$ cat src/rtl/rtc_alarm_pkg.sv
package rtc_alarm_pkg;

   // Field order inside the packed time vector and inside the register window.
   localparam int unsigned FLD_SEC  = 0;
   localparam int unsigned FLD_MIN  = 1;
   localparam int unsigned FLD_HOUR = 2;
   localparam int unsigned FLD_WDAY = 3;
   localparam int unsigned FLD_MDAY = 4;
   localparam int unsigned FLD_MON  = 5;
   localparam int unsigned FLD_COUNT = 6;

   // Decoded control-register write.
   typedef struct packed {
      logic sel;       // control register addressed by a write
      logic flag_keep; // written flag bit (0 clears, 1 keeps)
      logic ena_val;   // written interrupt-enable bit
   } ctrl_wr_t;

endpackage

$ cat src/rtl/alarm_field.sv
module alarm_field #(
   parameter int unsigned DATA_W = 8,
   parameter int unsigned ADDR_W = 4,
   parameter int unsigned INDEX  = 8
) (
   input  logic              clk,
   input  logic              rst_n,
   input  logic              wr_en,
   input  logic [ADDR_W-1:0] wr_addr,
   input  logic [DATA_W-1:0] wr_data,
   input  logic [DATA_W-1:0] cur_val,
   output logic [DATA_W-1:0] reg_q,
   output logic              cmp_en,
   output logic              cmp_ok
);
   localparam int unsigned VAL_W = DATA_W - 1;
   localparam logic [ADDR_W-1:0] MY_ADDR = ADDR_W'(INDEX);

   if (DATA_W < 2) begin : g_bad_width
      $error("alarm_field: DATA_W must leave room for an enable bit");
   end
   if (INDEX >= (1 << ADDR_W)) begin : g_bad_index
      $error("alarm_field: INDEX outside the address space");
   end

   logic hit_wr;
   assign hit_wr = wr_en && (wr_addr == MY_ADDR);

   always_ff @(posedge clk or negedge rst_n) begin
      if (!rst_n)      reg_q <= '0;
      else if (hit_wr) reg_q <= wr_data;
   end

   assign cmp_en = reg_q[DATA_W-1];
   assign cmp_ok = !cmp_en || (reg_q[VAL_W-1:0] == cur_val[VAL_W-1:0]);

   // a zero write leaves the field out of the comparison
   a_r3_zero_disables: assert property (@(posedge clk) disable iff (!rst_n)
      (hit_wr && wr_data == '0) |=> (!cmp_en && cmp_ok));

   // a write lands in the register by the next cycle
   a_r2_write_lands: assert property (@(posedge clk) disable iff (!rst_n)
      hit_wr |=> (reg_q == $past(wr_data)));

endmodule

$ cat src/rtl/alarm_ctrl.sv
module alarm_ctrl
   import rtc_alarm_pkg::*;
#(
   parameter int unsigned DATA_W   = 8,
   parameter int unsigned FLAG_BIT = 0,
   parameter int unsigned ENA_BIT  = 3
) (
   input  logic              clk,
   input  logic              rst_n,
   input  ctrl_wr_t          cwr,
   input  logic              set_req,
   output logic              flag_q,
   output logic              ena_q,
   output logic              irq,
   output logic [DATA_W-1:0] rdata
);
   if (FLAG_BIT >= DATA_W || ENA_BIT >= DATA_W || FLAG_BIT == ENA_BIT) begin : g_bad_bits
      $error("alarm_ctrl: flag and enable bits must be distinct and inside DATA_W");
   end

   always_ff @(posedge clk or negedge rst_n) begin
      if (!rst_n) begin
         flag_q <= 1'b0;
         ena_q  <= 1'b0;
      end else begin
         if (set_req)                         flag_q <= 1'b1;
         else if (cwr.sel && !cwr.flag_keep)  flag_q <= 1'b0;
         if (cwr.sel) ena_q <= cwr.ena_val;
      end
   end

   assign irq = flag_q & ena_q;

   always_comb begin
      rdata = '0;
      rdata[FLAG_BIT] = flag_q;
      rdata[ENA_BIT]  = ena_q;
   end

   // a match sets the flag on the next cycle
   a_r4_set_flag: assert property (@(posedge clk) disable iff (!rst_n)
      set_req |=> flag_q);

   // set beats a simultaneous clear
   a_r8_set_wins: assert property (@(posedge clk) disable iff (!rst_n)
      (set_req && cwr.sel && !cwr.flag_keep) |=> flag_q);

   // clearing write without a match drops the flag
   a_r6_clear: assert property (@(posedge clk) disable iff (!rst_n)
      (cwr.sel && !cwr.flag_keep && !set_req) |=> !flag_q);

   // flag only falls after a clearing write
   a_r10_sticky: assert property (@(posedge clk) disable iff (!rst_n)
      $fell(flag_q) |-> $past(cwr.sel && !cwr.flag_keep));

endmodule

$ cat src/rtl/rtc_alarm_cmp.sv
module rtc_alarm_cmp
   import rtc_alarm_pkg::*;
#(
   parameter int unsigned DATA_W     = 8,
   parameter int unsigned ADDR_W     = 4,
   parameter int unsigned NUM_FIELDS = FLD_COUNT,
   parameter int unsigned ALARM_BASE = 8,
   parameter int unsigned CTRL_IDX   = 14,
   parameter int unsigned FLAG_BIT   = 0,
   parameter int unsigned ENA_BIT    = 3
) (
   input  logic                         clk,
   input  logic                         rst_n,
   input  logic                         tick,
   input  logic [NUM_FIELDS*DATA_W-1:0] time_bcd,
   input  logic                         wr_en,
   input  logic [ADDR_W-1:0]            wr_addr,
   input  logic [DATA_W-1:0]            wr_data,
   input  logic [ADDR_W-1:0]            rd_addr,
   output logic [DATA_W-1:0]            rd_data,
   output logic                         alarm_irq
);
   localparam int unsigned LAST_IDX = ALARM_BASE + NUM_FIELDS - 1;
   localparam logic [ADDR_W-1:0] CTRL_ADDR = ADDR_W'(CTRL_IDX);

   if (LAST_IDX >= (1 << ADDR_W) || CTRL_IDX >= (1 << ADDR_W)) begin : g_bad_map
      $error("rtc_alarm_cmp: register window exceeds ADDR_W");
   end
   if (CTRL_IDX >= ALARM_BASE && CTRL_IDX <= LAST_IDX) begin : g_bad_overlap
      $error("rtc_alarm_cmp: control index overlaps the alarm window");
   end
   if (NUM_FIELDS < 1) begin : g_bad_count
      $error("rtc_alarm_cmp: need at least one field");
   end

   logic [DATA_W-1:0]     fld_q [NUM_FIELDS];
   logic [NUM_FIELDS-1:0] fld_en;
   logic [NUM_FIELDS-1:0] fld_ok;

   for (genvar g = 0; g < NUM_FIELDS; g++) begin : g_field
      alarm_field #(
         .DATA_W (DATA_W),
         .ADDR_W (ADDR_W),
         .INDEX  (ALARM_BASE + g)
      ) u_field (
         .clk     (clk),
         .rst_n   (rst_n),
         .wr_en   (wr_en),
         .wr_addr (wr_addr),
         .wr_data (wr_data),
         .cur_val (time_bcd[g*DATA_W +: DATA_W]),
         .reg_q   (fld_q[g]),
         .cmp_en  (fld_en[g]),
         .cmp_ok  (fld_ok[g])
      );
   end

   logic any_en;
   logic set_req;
   assign any_en  = |fld_en;
   assign set_req = tick && any_en && (&fld_ok);

   ctrl_wr_t          cwr;
   logic              flag_w;
   logic              ena_w;
   logic [DATA_W-1:0] ctrl_rd;

   assign cwr.sel       = wr_en && (wr_addr == CTRL_ADDR);
   assign cwr.flag_keep = wr_data[FLAG_BIT];
   assign cwr.ena_val   = wr_data[ENA_BIT];

   alarm_ctrl #(
      .DATA_W   (DATA_W),
      .FLAG_BIT (FLAG_BIT),
      .ENA_BIT  (ENA_BIT)
   ) u_ctrl (
      .clk     (clk),
      .rst_n   (rst_n),
      .cwr     (cwr),
      .set_req (set_req),
      .flag_q  (flag_w),
      .ena_q   (ena_w),
      .irq     (alarm_irq),
      .rdata   (ctrl_rd)
   );

   always_comb begin
      rd_data = '0;
      for (int k = 0; k < NUM_FIELDS; k++) begin
         if (rd_addr == ADDR_W'(ALARM_BASE + k)) rd_data = fld_q[k];
      end
      if (rd_addr == CTRL_ADDR) rd_data = ctrl_rd;
   end

   // the flag rises only after a tick
   a_r5_rise_needs_tick: assert property (@(posedge clk) disable iff (!rst_n)
      $rose(flag_w) |-> $past(tick));

   // a tick with every field disabled never raises the flag
   a_r5_no_fields: assert property (@(posedge clk) disable iff (!rst_n)
      (tick && !any_en) |=> !$rose(flag_w));

   // the interrupt needs both the flag and the enable
   a_r7_irq_gated: assert property (@(posedge clk) disable iff (!rst_n)
      alarm_irq |-> (flag_w && ena_w));

endmodule

$ cat config.mk
export PLATFORM = sky130hd
export DESIGN_NAME = rtc_alarm_cmp
export DESIGN_NICKNAME = d
export VERILOG_FILES = /design/src/rtl/rtc_alarm_pkg.sv /design/src/rtl/alarm_field.sv /design/src/rtl/alarm_ctrl.sv /design/src/rtl/rtc_alarm_cmp.sv
export SDC_FILE = /design/constraint.sdc
export NUM_CORES = 1
export LEC_CHECK = 0
export ABC_CLOCK_PERIOD_IN_PS = 3700
export BUFFER_PORTS_ARGS = -buffer_cell sky130_fd_sc_hd__buf_2
export CORE_ASPECT_RATIO = 0.75
export CORE_MARGIN = 3
export CORE_UTILIZATION = 35
export DETAILED_ROUTE_END_ITERATION = 16
export GPL_ROUTABILITY_DRIVEN = 0
export SYNTH_ARGS = -nofsm -noshare
export SYNTH_HDL_FRONTEND = slang
export SYNTH_SLANG_ARGS = --single-unit
$ cat constraint.sdc
create_clock -name clk -period 3.7 [get_ports clk]
set_input_delay 0.37 -clock clk [delete_from_list [all_inputs] [get_ports clk]]
set_output_delay 0.37 -clock clk [all_outputs]
set_load 0.1 [all_outputs]
**Word-level counts from Yosys, hierarchy flattened**

Cells that the tools add are included.

- Equal/unequal tests: 20
- Muxes and demuxes: 9
- Bitwise logic cells: 1
- Reduce and logical (&&, ||, !) cells: 26

Operators with widths:

| kind | count |
|---|---|
| $eq 4x4->1 const B | 14 |
| $mux 8 | 7 |
| $eq 7x7->1 | 6 |
| $logic_and 1x1->1 | 10 |
| $logic_not 1->1 | 7 |
| $logic_or 1x1->1 | 6 |
| $reduce_and 6->1 | 1 |
| $reduce_or 6->1 | 1 |
| $mux 1 | 2 |
| $reduce_bool 2->1 | 1 |
| $and 1x1->1 | 1 |

- Register bits: 50
- Word-level logic and storage cells: 64

**Longest topological paths before layout**

- Depth after elaboration: 8
- Depth in mapped cells: 6

**By module**

A second synthesis with hierarchy kept.

- Cell total of the unflattened synthesis: 256
- Area, all modules: 3,246.9 um^2

Modules (own cells, without submodules):

| module | instances | cells an instance | area each (um^2) |
|---|---|---|---|
| alarm_field at g_field[1].u_field ... | 3 | 28 | 417.9 |
| rtc_alarm_cmp | 1 | 72 | 608.1 |
| alarm_field at g_field[0].u_field | 1 | 29 | 429.2 |
| alarm_field at g_field[3].u_field | 1 | 28 | 409.1 |
| alarm_field at g_field[5].u_field | 1 | 28 | 397.9 |
| alarm_ctrl | 1 | 15 | 148.9 |

**Worst setup path after synthesis**

OpenSTA, ideal clock, no wires.

- Kind: input to output
- Start point: input rd_addr[0]
- End point: output rd_data[1]
- Arrival: 2.659 ns
- Path slack: 0.671 ns
- Stages: 4
- Buffers on the path: 1
- Cells stage by stage: buf_2 nor3_2 a22oi_1 a31oi_1

- Cells in the longest elaborated chain, start to end: 8

Ends and longest elaborated chain:

| item | line | source |
|---|---|---|
| start, declared | rtc_alarm_cmp.sv:19 | `input logic [ADDR_W-1:0] rd_addr,` |
| $eq 4x4->1 | rtc_alarm_cmp.sv:90 | `if (rd_addr == ADDR_W'(ALARM_BASE + k)) rd_data = fld_q[k];` |
| $mux 8 (6 in a row) | rtc_alarm_cmp.sv:90 |  |
| $mux 8 * | rtc_alarm_cmp.sv:92 | `if (rd_addr == CTRL_ADDR) rd_data = ctrl_rd;` |
| end, declared | rtc_alarm_cmp.sv:20 | `output logic [DATA_W-1:0] rd_data,` |

Mark *: on every way between the ends. The rest lies on a longest branch, timed or not.

**Worst setup path in the final report**

- Start point: input rd_addr[1]
- End point: output rd_data[5]

The elaborated chain is that of the path after synthesis.

==> flow_metrics.tcl <==
set metrics [dict create \
    post-route-drc-count 0 \
    synth_top_area_cell "dfrtp_1" \
    end_kind "primary output" \
    viasPerCell 5.161 \
    grt_antenna_before_repair 0 \
    die_h_um 85.01 \
    finalCritPeriodShare_pct 65.60 \
    power_mw 1.648 \
    slowest_stage "buf_2" \
    synth_top_area_share_pct 42.96 \
    synth.net_count 328 \
    start_util_pct 36.47 \
    routedWlPerCell_um 18.20 \
    cts_tree "done" \
    critPathMaxFanout 20 \
    cts_buffers 5 \
    die-area_mm2 0.009464 \
    period_minus_slack_ns 2.427 \
    finClkSkew_ns 0.001621 \
    io_buffers 70 \
    crit_path_cell_trace "buf_2 -> nand2b_1 -> nor2_1 -> a22oi_1 -> a31oi_1 -> buf_2" \
    report.final.slew_viol_count 0 \
    cts.sinks 50 \
    dpl_cell_area_mm2 0.003354 \
    fin_setup_tns_ns 0 \
    stdcell_area_mm2 0.003431 \
    cts_resized 0 \
    syn-instance-count 260 \
    syn_area_mm2 0.002913 \
    ant_nets 0 \
    cp-start-kind "primary input" \
    r2r_start "g_field[1].u_field.reg_q[0]" \
    vias 2245 \
    ys_top_cells_by_area "dfrtp_1 43%, mux2_2 10%, mux2_4 8.2%, xor2_1 6.6%, xnor2_1 6.0%" \
    drtIter0Drc 118 \
    maxCapViolCount 0 \
    grt_max_degree 35 \
    dr.pass1.iters 4 \
    final_nets 398 \
    setup_violations 0 \
    worstSetupPathType "primary input to primary output" \
    post_cts_buffers 0 \
    crit_cells 6 \
    dpl.hpwl_um 6361 \
    slew_headroom_pct 44.88 \
    synth-edff-count 0 \
    status "completed" \
    required_ns 3.33 \
    rows 28 \
    coreArea_mm2 0.007988 \
    synthFlopType "dfrtp_1" \
    io_pins 77 \
    die_x_um 111.3 \
    gr-total-overflow 0 \
    synth_commonest_cells "50 x dfrtp_1, 26 x mux2_2, 22 x xor2_1" \
    ctsHoldBuffers 0 \
    ff2ff_setup_slack_ns 1.88 \
    clk_pin_slew_ns 0.08 \
    power_density_mw_per_mm2 480.4 \
    cp_slowest_stage_delay_ns 0.46 \
    tightestPinTransition_ns 0.8238 \
    synth_cell_types 38 \
    yosysWarnings 0 \
    async_flop_share_pct 100.0 \
    area_growth_pct 17.78 \
    worstPathArrival_ns 2.06 \
    path_common_cell "buf_2" \
    rsz0062_at_grt "false" \
    grt_pass1_wl_um 12630 \
    critical_path.top_delay_family "buffers and inverters" \
    crit_buf_inv 2 \
    grt_pass1_vias 2261 \
    hold_ws_ns 0.1469 \
    fmax_mhz 412.0 \
    drive_gt1_share_pct 38.79 \
    wl_um 7916 \
    h-tree-depth 2 \
    grt_use_total_pct 17.24 \
    hold_viol 0 \
    avgSynthCellArea_um2 11.20 \
    yosysSeqAreaShare_pct 42.96 \
    antenna_cells 0 \
    cts_buffer_depth 2 \
    reg2regPathDepth 5 \
    worstReg2RegEnd "u_ctrl.flag_q" \
    peakVddDrop_v 0.0002059 \
    cts-root-buf "clkbuf_8" \
    synth_most_common_cell "dfrtp_1" \
    ys_ff_latch 50 \
    p_leak_nw 1.552 \
    worstSkewPairLatency_ns 0.30 \
    hold_path_class "primary input to asynchronous set/reset pin" \
]
## layout make-up
cell class              instances  area, µm²
flip-flops and latches         50       1251
clock buffers                   7      76.32
repair buffers                 71      357.8
well taps                     105      131.4
fillers                       791       4557
inverters                       9      33.78
multi-input cells             193       1580
## through the flow
stage | util [%] | worst slack [ns] | std cells
final | 42.95 | 1.273 | 435
after global routing | 42.95 | 1.186 | 435
after CTS | 42.95 | 1.257 | 435
after detailed placement | 42.00 | 1.255 | 428
after global placement | 42.00 | 1.274 | 428
after floorplan | - | 0.6705 | 260
## registers in the layout (all words and copies together), names as in the netlist
name / flops
u_ctrl.ena_q: 1
u_ctrl.flag_q: 1
g_field.u_field.reg_q: 48
## layout by cell type, fill, tap and decap left out, types with 2 or more instances in the layout
cell,synthesis,routed
o21ai_0,19,19
nor2_2,3,3
nand2b_1,7,7
inv_1,9,9
o41ai_1,5,5
mux2_2,26,26
o311ai_0,5,5
clkbuf_1,3,2
nor2_1,7,7
nand4_1,6,6
nor4_1,2,2
a31oi_1,6,6
or3_1,2,2
clkbuf_8,0,5
dfrtp_1,50,50
nor3_2,2,2
nor3_1,3,3
mux2_4,16,16
a21oi_1,2,2
o22ai_1,4,4
buf_2,2,70
xnor2_1,20,20
nand2_1,18,18
xor2_1,22,22
mux2i_1,2,2
a22oi_1,5,5
## cells by family after synthesis
family | count (synthesis) | share of synthesized area (%)
xor+xnor | 42 | 12.63
buf+inv | 17 | 2.792
simple gates | 57 | 10.78
mux | 45 | 19.76
compound gates | 49 | 11.08
flops | 50 | 42.96
## metal layers
metal	routed length [µm]	share of wire [%]	up-vias	global-route usage (%)
met1	4056	51	1070	26.57
met4	116	1.5	0	4.530
met5	0	0	-	0
met2	3284	41	78	24.19
li1	-	-	1085	-
met3	458	5.8	12	3.991
## how the worst max path moves through the flow
stage / startpoint / to / slack (ns)
3_3_place_gp: rd_addr[1] / rd_data[5] / 1.27
4_1_cts: rd_addr[1] / rd_data[5] / 1.26
2_1_floorplan: rd_addr[0] / rd_data[1] / 0.67
6_report: rd_addr[1] / rd_data[5] / 1.27
3_5_place_dp: rd_addr[1] / rd_data[5] / 1.26
5_1_grt: rd_addr[1] / rd_data[2] / 1.19
## power breakdown
part	leakage [nW]	total (mW)	switching (mW)	internal [mW]
registers	0.609	0.816	0.140	0.676
logic	0.905	0.527	0.277	0.251
clock network	0.0383	0.304	0.173	0.131
Note: power is estimated with default switching activity, not from simulation.
